File: config.mk
export PLATFORM = sky130hd
export DESIGN_NAME = srq_status_unit
export DESIGN_NICKNAME = d
export VERILOG_FILES = /design/src/rtl/srq_pkg.sv /design/src/rtl/srq_mask_reg.sv /design/src/rtl/srq_summary.sv /design/src/rtl/srq_request_latch.sv /design/src/rtl/srq_status_unit.sv
export SDC_FILE = /design/constraint.sdc
export NUM_CORES = 1
export LEC_CHECK = 0
export BUFFER_PORTS_ARGS = -buffer_cell sky130_fd_sc_hd__buf_2
export CAP_MARGIN = 10
export CORE_AREA = 2 2 39 41
export CTS_CLUSTER_DIAMETER = 50
export DETAILED_ROUTE_END_ITERATION = 6
export DIE_AREA = 0 0 41 43
export HOLD_SLACK_MARGIN = 0.12
export MAX_ROUTING_LAYER = met4
export PLACE_DENSITY = 0.78
export RECOVER_POWER = 25
export SLEW_MARGIN = 40
export SYNTH_ARGS = -nofsm -noshare
export SYNTH_HDL_FRONTEND = slang
export SYNTH_HIERARCHICAL = 1
export SYNTH_SLANG_ARGS = --single-unit
File: constraint.sdc
create_clock -name clk -period 2.9 [get_ports clk]
set_clock_uncertainty 0.2 [all_clocks]
set_input_delay 0 -clock clk [delete_from_list [all_inputs] [get_ports clk]]
set_output_delay 0 -clock clk [all_outputs]
set_load 0.02 [all_outputs]
File: src/rtl/srq_pkg.sv
package srq_pkg;
  localparam int SB_W    = 8;
  localparam int OP_POS  = 7;
  localparam int RQ_POS  = 6;
  localparam int EVT_POS = 5;
  localparam int MSG_POS = 4;
  localparam int QST_POS = 3;
  localparam int NSRC    = 4;
  typedef logic [SB_W-1:0] sbyte_t;
endpackage

File: src/rtl/srq_mask_reg.sv
module srq_mask_reg #(
  parameter int W    = 8,
  parameter int HOLE = 6
) (
  input  logic         clk,
  input  logic         rst,
  input  logic         wr_i,
  input  logic [W-1:0] wdata_i,
  output logic [W-1:0] mask_o
);
  localparam logic [W-1:0] KEEP = ~(W'(1) << HOLE);

  logic [W-1:0] mask_q;

  always_ff @(posedge clk) begin
    if (rst)       mask_q <= '0;
    else if (wr_i) mask_q <= wdata_i & KEEP;
  end

  assign mask_o = mask_q;
endmodule

File: src/rtl/srq_summary.sv
module srq_summary
  import srq_pkg::*;
(
  input  logic [NSRC-1:0] src_i,   // {op, evt, msg, qst}
  input  sbyte_t          mask_i,
  output sbyte_t          raw_o,   // bit 6 left at 0
  output logic            mss_o
);
  localparam int POS [NSRC] = '{QST_POS, MSG_POS, EVT_POS, OP_POS};

  sbyte_t  raw;
  logic [NSRC-1:0] hit;

  always_comb begin
    raw = '0;
    for (int i = 0; i < NSRC; i++) raw[POS[i]] = src_i[i];
  end

  for (genvar g = 0; g < NSRC; g++) begin : g_hit
    assign hit[g] = src_i[g] & mask_i[POS[g]];
  end

  assign raw_o = raw;
  assign mss_o = |hit;
endmodule

File: src/rtl/srq_request_latch.sv
module srq_request_latch (
  input  logic clk,
  input  logic rst,
  input  logic mss_i,
  input  logic poll_i,
  output logic rqs_o
);
  logic mss_q;
  logic rqs_q;
  logic rise;

  assign rise = mss_i & ~mss_q;

  always_ff @(posedge clk) begin
    if (rst) begin
      mss_q <= 1'b0;
      rqs_q <= 1'b0;
    end else begin
      mss_q <= mss_i;
      if (rise)        rqs_q <= 1'b1;   // a new rise beats a poll on the same edge
      else if (poll_i) rqs_q <= 1'b0;
    end
  end

  assign rqs_o = rqs_q;
endmodule

File: src/rtl/srq_status_unit.sv
module srq_status_unit
  import srq_pkg::*;
(
  input  logic            clk,
  input  logic            rst,
  input  logic            op_sum_i,
  input  logic            evt_sum_i,
  input  logic            msg_avail_i,
  input  logic            qst_sum_i,
  input  logic            mask_wr_i,
  input  logic [SB_W-1:0] mask_wdata_i,
  output logic [SB_W-1:0] mask_rdata_o,
  output logic [SB_W-1:0] status_o,
  input  logic            poll_i,
  output logic [SB_W-1:0] poll_byte_o,
  output logic            srq_n_o
);
  sbyte_t mask;
  sbyte_t raw;
  logic   mss;
  logic   rqs;

  srq_mask_reg #(.W(SB_W), .HOLE(RQ_POS)) u_mask (
    .clk(clk), .rst(rst), .wr_i(mask_wr_i), .wdata_i(mask_wdata_i), .mask_o(mask)
  );

  srq_summary u_sum (
    .src_i({op_sum_i, evt_sum_i, msg_avail_i, qst_sum_i}),
    .mask_i(mask), .raw_o(raw), .mss_o(mss)
  );

  srq_request_latch u_req (
    .clk(clk), .rst(rst), .mss_i(mss), .poll_i(poll_i), .rqs_o(rqs)
  );

  always_comb begin
    status_o            = raw;
    status_o[RQ_POS]    = mss;
    poll_byte_o         = raw;
    poll_byte_o[RQ_POS] = rqs;
  end

  assign mask_rdata_o = mask;
  assign srq_n_o      = ~rqs;
endmodule

==> impl_metrics.json, run 1 <==
{
  "status": "finished, final reports clean",
  "cts_inserted_buffers": 3,
  "setup_violations": 0,
  "cp_cell_sequence": "dlygate4sd3_1 -> buf_2 -> mux2i_1 -> dlygate4sd3_1 -> nor2_1 -> dlygate4sd3_1",
  "finalCritPeriodShare_pct": 69.1,
  "yosysWarnings": 6,
  "die_h_um": 43,
  "antenna_found_initial": 0,
  "die-area_sq_um": 1760,
  "clkTransAtPathRegs_ns": 0.06,
  "cp_max_fo": 1,
  "clkLatencyLatePin_ns": 0.25,
  "layout_commonest_cell": "dlygate4sd3_1",
  "cap_viol_max_count": 0,
  "setup_tns_ns": 0,
  "worst_setup_path_end_kind": "flip-flop",
  "cpMaxStageDelayCell": "dlygate4sd3_1",
  "fin_cells": 116,
  "io_pins": 41,
  "first_global_vias": 467,
  "cts.htree.levels": 1,
  "overflow": 0,
  "place.gp.congestion": 0.612,
  "root_buffer": "clkbuf_4",
  "clk_path_buf_depth": 2,
  "portBuffers": 32,
  "crit_arrival_ns": 1.94,
  "power_density_nw_per_um2": 409,
  "wl_per_cell_um": 10.9,
  "required_ns": 2.84,
  "dp.final_hpwl_um": 662,
  "fmax_mhz": 499,
  "fin_nets": 117,
  "p_leak_nw": 0.416,
  "rsz0062_at_grt": "no",
  "drv_slew": 0,
  "cpPeakStageDelay_ns": 0.57,
  "drt_first_pass_iters": 3,
  "final_cell_mix": "dlygate4sd3_1, buf_2, dfxtp_1",
  "antenna_left": 0,
  "grt_pass1_wl_um": 1850,
  "worstSetupPathType": "input port to flip-flop",
  "fin_area_sq_um": 831,
  "finalCriticalPeriod_ns": 2.00,
  "syn_inst": 51,
  "initial_core_util_pct": 34.2,
  "finalHoldViolCount": 0,
  "cts.sinks": 9,
  "cpMostUsedCell": "dlygate4sd3_1",
  "first_iter_violations": 1,
  "wl_um": 1260,
  "drive_gt1_share_pct": 30.0,
  "cts_tree": "yes",
  "path_buf_inv": 4,
  "placed_cell_area_sq_um": 522,
  "syn_area_sq_um": 473,
  "hold_path_class": "flip-flop to primary output",
  "synth_area_per_cell_sq_um": 9.27,
  "place_inst": 83,
  "rows": 14,
  "postCtsResizedCells": 0,
  "drc": 0,
  "fill_cells": 131,
  "ir_drop_mv": 0.221,
  "grt_usage_pct": 16.1,
  "whs_ns": 0.524,
  "fp.dieW_um": 41,
  "viasPerCell": 4.16,
  "core_area_sq_um": 1380,
  "critPathLaunchType": "input port",
  "antenna_cells": 0,
  "synthToLayoutAreaGrowth_pct": 75.7,
  "path_delay_family": "buffers and inverters",
  "grt_start_max_net_pins": 10,
  "final_util_pct": 60.0,
  "route.vias.total": 482
}
path summary, 6_finish.rpt:
| check | depth (start not counted) | slack [ns] | to | startpoint |
|---|---|---|---|---|
| worst max register to register | 4 | 0.99 | u_mask/mask_o[1] | u_mask/mask_o[1] |
| worst min-delay path | 1 | 0.52 | mask_rdata_o[0] | u_mask/mask_o[0] |
| worst min register to register | 3 | 0.86 | u_req/rqs_o | u_req/mss_q |
| worst max-delay path | 6 | 0.90 | u_mask/mask_o[2] | mask_wdata_i[2] |
where the power goes:
part / switching, mW / total [mW] / leakage [nW] / internal (mW)
Combinational: 0.0537 / 0.109 / 0.327 / 0.0552
Clock: 0.0413 / 0.0942 / 0.0150 / 0.0529
Sequential: 0.00465 / 0.136 / 0.0743 / 0.132
Total: 0.0997 / 0.340 / 0.416 / 0.240
routing by layer:
metal / track usage (%) / wire length [um]
met1: 14.6 / 466
met2: 28.7 / 679
met3: 6.81 / 114
met4: 4.00 / 0
met5: - / 0
stage by stage:
step	power, mW	setup slack [ns]
after floorplan	0.204	1.80
after global placement	0.211	1.82
after detailed placement	0.212	1.82
after CTS	0.344	0.938
after global routing	0.361	0.866
final	0.340	0.896
registers in the layout, summed over array words and instances (netlist names):
name           count
u_mask/mask_o      7
u_req/mss_q        1
u_req/rqs_o        1
area by class of cell:
cell class / count / area, sq um / area share [%]
sequential: 9 / 180 / 21.7
clock buffer: 4 / 26.3 / 3.16
inverter: 1 / 3.75 / 0.452
multi-input combinational: 25 / 158 / 19.0
timing repair buffer: 61 / 443 / 53.3
tap: 16 / 20.0 / 2.41
repair_timing:
action,CTS,global route
hold buffers,29,0
endpoints found under the hold margin,17,0
setup buffers,0,0
Note: power is estimated with default switching activity, not from simulation.
==> run 2: changes to the inputs <==
--- a/config.mk
+++ b/config.mk
@@ -5,15 +5,17 @@
 export SDC_FILE = /design/constraint.sdc
 export NUM_CORES = 1
 export LEC_CHECK = 0
+export ABC_AREA = 1
 export BUFFER_PORTS_ARGS = -buffer_cell sky130_fd_sc_hd__buf_2
 export CAP_MARGIN = 10
-export CORE_AREA = 2 2 39 41
+export CORE_ASPECT_RATIO = 0.9
+export CORE_MARGIN = 2
+export CORE_UTILIZATION = 34
 export CTS_CLUSTER_DIAMETER = 50
 export DETAILED_ROUTE_END_ITERATION = 6
-export DIE_AREA = 0 0 41 43
 export HOLD_SLACK_MARGIN = 0.12
 export MAX_ROUTING_LAYER = met4
-export PLACE_DENSITY = 0.78
+export PLACE_DENSITY = 0.75
 export RECOVER_POWER = 25
 export SLEW_MARGIN = 40
 export SYNTH_ARGS = -nofsm -noshare
==> constraint.sdc (replaced) <==
create_clock -name clk -period 1.7 [get_ports clk]
set_clock_uncertainty 0.2 [all_clocks]
set_input_delay 0 -clock clk [delete_from_list [all_inputs] [get_ports clk]]
set_output_delay 0 -clock clk [all_outputs]
set_load 0.02 [all_outputs]
==> run 2 against run 1 <==
Compared with the run above: register-to-register slack got worse by 0.81 ns; largest power group unchanged; combinational power grew 70%; critical path depth up 3; sequential share of layout area grew 0.13 points; setup slack got worse by 0.78 ns; sequential cell count unchanged; clock power increased by 74%; first-iteration DRC count rose to 7.0 times the previous value; routed wire length rose by 6.8%; global-route usage grew 1.9 points; via count grew 22%; highest routed layer is now met4; die area rose by 8.5%.
==> impl_metrics.json, run 2 <==
{
  "cts_inserted_buffers": 3,
  "reg2reg_to": "u_req/mss_q",
  "io_pins": 41,
  "cts_tree": "yes",
  "drc": 0,
  "cp_cell_sequence": "dlygate4sd3_1 -> buf_2 -> nand2_1 -> nand2_1 -> inv_1 -> nand2_2 -> inv_1 -> nor2_1 -> dlygate4sd3_1",
  "hold_start": "u_mask/mask_o[1]",
  "synth_area_per_cell_sq_um": 6.47,
  "grt_start_max_net_pins": 15,
  "portBuffers": 32,
  "drt_first_pass_iters": 4,
  "crit_arrival_ns": 1.53,
  "finalCriticalPeriod_ns": 1.59,
  "setup_tns_ns": 0,
  "grt_pass1_wl_um": 2420,
  "fmax_mhz": 630,
  "cts.sinks": 9,
  "rows": 13,
  "fp.dieW_um": 45.9,
  "power_density_nw_per_um2": 711,
  "cts.htree.levels": 1,
  "cp_max_fo": 3,
  "worst_setup_path_end_kind": "flip-flop",
  "overflow": 0,
  "finalHoldViolCount": 0,
  "finalCritPeriodShare_pct": 93.3,
  "synthToLayoutAreaGrowth_pct": 53.8,
  "core_area_sq_um": 1460,
  "yosysWarnings": 6,
  "r2r_setup_slack_ns": 0.18,
  "cpPeakStageDelay_ns": 0.54,
  "largest_reg_flops": 7,
  "timing.rr.start": "u_mask/mask_o[4]",
  "cap_viol_max_count": 0,
  "path_buf_inv": 5,
  "whs_ns": 0.278,
  "clkLatencyLatePin_ns": 0.25,
  "syn_area_sq_um": 537,
  "grt_usage_pct": 18.0,
  "drive_gt1_share_pct": 25.6,
  "wl_per_cell_um": 9.61,
  "fin_nets": 142,
  "viasPerCell": 4.20,
  "die_h_um": 41.7,
  "worstSetupPathType": "input port to flip-flop",
  "layout_commonest_cell": "buf_2",
  "wl_um": 1350,
  "antenna_left": 0,
  "route.vias.total": 588,
  "drv_slew": 0,
  "dp.final_hpwl_um": 753,
  "syn_inst": 83,
  "cpMaxStageDelayCell": "dlygate4sd3_1",
  "holdPathStages": 2,
  "path_delay_family": "buffers and inverters",
  "clkTransAtPathRegs_ns": 0.06,
  "final_cell_mix": "buf_2, dlygate4sd3_1, nand2_1",
  "critPathLaunchType": "input port",
  "ir_drop_mv": 0.453,
  "hold_end": "u_mask/mask_o[1]",
  "die-area_sq_um": 1910,
  "setup_violations": 0,
  "required_ns": 1.64,
  "fin_cells": 140,
  "rr_worst_depth": 7,
  "p_leak_nw": 0.464,
  "antenna_found_initial": 0,
  "place_inst": 114,
  "clk_path_buf_depth": 2,
  "place.gp.congestion": 0.692,
  "antenna_cells": 0,
  "status": "finished, final reports clean",
  "first_global_vias": 605,
  "initial_core_util_pct": 36.7,
  "hold_path_class": "flip-flop to flip-flop",
  "rsz0062_at_grt": "no",
  "first_iter_violations": 7,
  "root_buffer": "clkbuf_4",
  "fill_cells": 144
}
run 2: per-layer routing:
metal	global-route usage, %	vias up	wire [um]
li1	-	298	-
met1	16.6	259	514
met2	31.4	27	721
met3	5.65	4	94
met4	9.71	0	15
met5	-	-	0
run 2: power by group:
part           internal (mW)  switching (mW)  leakage, nW
logic                 0.0791           0.106        0.374
clock network         0.0904          0.0739       0.0150
registers              0.227          0.0101       0.0748
run 2: cell type report:
cell class	instances	area (sq um)	area share (%)
clock buffer	4	26.3	3.18
inverter	15	56.3	6.82
tap	15	18.8	2.27
multi-input combinational	43	171	20.8
sequential	9	180	21.8
timing repair buffer	54	373	45.2
run 2: worst reg2reg max path, stage by stage, from the launching register on:
cell	delay [ns]
dfxtp_1	0.36
nand2_1	0.06
nand2_1	0.05
inv_1	0.04
nand2_2	0.08
inv_1	0.04
nor2_1	0.08
dlygate4sd3_1	0.54
run 2: timing repair:
action                                 in CTS  in global routing
endpoints found under the hold margin      17                  0
setup buffers                               0                  0
gates resized for setup                     0                  1
hold buffers                               23                  0
setup endpoints to repair                   0                  2
run 2: stage by stage:
stage                     util [%]  worst slack [ns]  power, mW  cell area (sq um)
after detailed placement      39.9             0.686      0.385                584
after floorplan                  -             0.630      0.368                544
after global placement        39.9             0.718      0.382                584
final                         56.4             0.114      0.587                826
after CTS                     57.4            0.0758      0.594                841
after global routing          56.4            0.0184      0.639                826
run 2: worst max path at each step:
stage / slack, ns / depth (start not counted) / start / end
global route: 0.02 / 9 / qst_sum_i / u_req/mss_q
floorplan: 0.63 / 6 / u_mask/mask_o[3] / u_req/rqs_o
global placement: 0.72 / 6 / u_mask/mask_o[3] / u_req/rqs_o
finish: 0.11 / 9 / qst_sum_i / u_req/mss_q
CTS: 0.08 / 9 / msg_avail_i / u_req/rqs_o
detailed placement: 0.69 / 6 / u_mask/mask_o[4] / u_req/mss_q
==> run 3: changes to the inputs <==
--- a/config.mk
+++ b/config.mk
@@ -5,18 +5,19 @@
 export SDC_FILE = /design/constraint.sdc
 export NUM_CORES = 1
 export LEC_CHECK = 0
-export ABC_AREA = 1
+export ABC_AREA = 0
 export BUFFER_PORTS_ARGS = -buffer_cell sky130_fd_sc_hd__buf_2
 export CAP_MARGIN = 10
 export CORE_ASPECT_RATIO = 0.9
 export CORE_MARGIN = 2
-export CORE_UTILIZATION = 34
+export CORE_UTILIZATION = 32
 export CTS_CLUSTER_DIAMETER = 50
 export DETAILED_ROUTE_END_ITERATION = 6
 export HOLD_SLACK_MARGIN = 0.12
 export MAX_ROUTING_LAYER = met4
-export PLACE_DENSITY = 0.75
+export PLACE_DENSITY = 0.74
 export RECOVER_POWER = 25
+export SKIP_LAST_GASP = 1
 export SLEW_MARGIN = 40
 export SYNTH_ARGS = -nofsm -noshare
 export SYNTH_HDL_FRONTEND = slang
==> run 3 against run 2 <==
Compared with the run above: register-to-register slack got worse by 0.11 ns; sequential share of layout area increased by 1.6 points; largest power group unchanged; die area fell by 5.8%; cell count down 23%; clock power is 2% lower; setup slack worse by 0.044 ns.
==> impl_metrics.json, run 3 (same netlist as run 1, synthesis figures left out) <==
{
  "status": "finished, final reports clean",
  "antenna_cells": 0,
  "largest_reg_flops": 7,
  "worstSetupPathType": "flip-flop to flip-flop",
  "finalHoldViolCount": 0,
  "overflow": 0,
  "portBuffers": 32,
  "core_area_sq_um": 1420,
  "required_ns": 1.64,
  "drv_slew": 0,
  "cp_max_fo": 3,
  "route.vias.total": 461,
  "fmax_mhz": 613,
  "grt_pass1_wl_um": 1690,
  "setup_violations": 0,
  "dr_wl_met3_um": 63,
  "swShare_pct": 29.7,
  "wl_um": 1090,
  "cts_tree": "yes",
  "cp_cell_sequence": "a22oi_2 -> nand2_1 -> nand2b_1 -> a21oi_2 -> dlygate4sd3_1",
  "antenna_left": 0,
  "cts_inserted_buffers": 3,
  "finalCriticalPeriod_ns": 1.63,
  "cts.htree.levels": 1,
  "drt_first_pass_iters": 2,
  "root_buffer": "clkbuf_4",
  "fp.dieW_um": 44.5,
  "critPathLaunchType": "flip-flop",
  "pwr-share-seq_pct": 41.3,
  "finalCritPeriodShare_pct": 95.9,
  "layout_commonest_cell": "buf_2",
  "fill_cells": 139,
  "clkTransAtPathRegs_ns": 0.06,
  "drive_gt1_share_pct": 34.4,
  "power_density_nw_per_um2": 737,
  "fin_ws_ns": 0.0694,
  "clk_path_buf_depth": 2,
  "place.gp.congestion": 0.653,
  "wl_met1_um": 437,
  "wl_per_cell_um": 10.1,
  "pwr-share-clk_pct": 28.1,
  "post-place-ws_ns": 0.599,
  "pwr-share-comb_pct": 30.6,
  "first_iter_violations": 1,
  "worst_setup_path_end_kind": "flip-flop",
  "io_pins": 41,
  "internal_power_mw": 0.399,
  "die-area_sq_um": 1800,
  "p_leak_nw": 0.375,
  "fin_nets": 110,
  "crit_arrival_ns": 1.57,
  "ir_drop_mv": 0.433,
  "hold_path_class": "input port to primary output",
  "cts.sinks": 9,
  "whs_ns": 0.231,
  "grt_usage_pct": 13.7,
  "initial_core_util_pct": 33.4,
  "power_switching_mw": 0.169,
  "dp.final_hpwl_um": 713,
  "synthToLayoutAreaGrowth_pct": 62.7,
  "rows": 13,
  "top_layer_used": "met3",
  "clkLatencyLatePin_ns": 0.25,
  "cpMaxStageDelayCell": "dlygate4sd3_1",
  "setup_tns_ns": 0,
  "first_global_vias": 424,
  "grt_start_max_net_pins": 10,
  "viasPerCell": 4.27,
  "wl_met2_um": 593,
  "rsz0062_at_grt": "no",
  "cap_viol_max_count": 0,
  "antenna_found_initial": 0,
  "cpPeakStageDelay_ns": 0.56,
  "drc": 0,
  "final_cell_mix": "buf_2, dlygate4sd3_1, dfxtp_1",
  "die_h_um": 40.5
}
-- run 3: layout make-up --
type	count	area [sq um]	area share [%]
tap	15	18.8	2.44
timing repair buffer	54	373	48.5
clock buffer	4	26.3	3.41
sequential	9	180	23.4
multi-input combinational	25	168	21.8
inverter	1	3.75	0.488
-- run 3: timing repair --
item / 4_1_cts / 5_1_grt
endpoints found under the setup margin: 0 / 1
hold endpoints to repair: 17 / 0
setup buffers: 0 / 0
hold buffers: 22 / 0
gates resized for setup: 0 / 2
-- run 3: final timing paths --
check / slack (ns) / end / depth (start not counted) / from
max reg2reg: 0.07 / u_req/rqs_o / 5 / u_mask/mask_o[3]
min: 0.23 / status_o[6] / 4 / op_sum_i
min reg2reg: 0.86 / u_req/rqs_o / 3 / u_req/rqs_o
max: 0.07 / u_req/rqs_o / 5 / u_mask/mask_o[3]
-- run 3: metal layers --
layer / track usage [%] / up-vias
met4: 4.55 / 0
li1: - / 227
met2: 25.4 / 21
met5: - / -
met1: 14.8 / 213
met3: 2.70 / 0
-- run 3: critical path, delay by kind of cell (launching register included) --
family                 cells  cell delay, ns
and+or+nand+nor            2            0.22
AOI/OAI and AO/OA          2            0.22
DFF                        1            0.33
buffers and inverters      1            0.56
-- run 3: power by group through the flow --
| stage | clock network, mW | logic, mW | registers, mW |
|---|---|---|---|
| after global routing | 0.179 | 0.188 | 0.236 |
| after floorplan | 0 | 0.100 | 0.249 |
| after CTS | 0.168 | 0.172 | 0.233 |
| after global placement | 0 | 0.124 | 0.236 |
| final | 0.160 | 0.174 | 0.234 |
| after detailed placement | 0 | 0.126 | 0.237 |
-- run 3: stage by stage --
step                area, sq um  cells  total power, mW  util, %
finish                      769    108            0.567     54.4
global route                769    108            0.604     54.4
CTS                         767    108            0.573     54.2
detailed placement          520     82            0.363     36.8
global placement            520     82            0.361     36.8
floorplan                   480     53            0.349        -
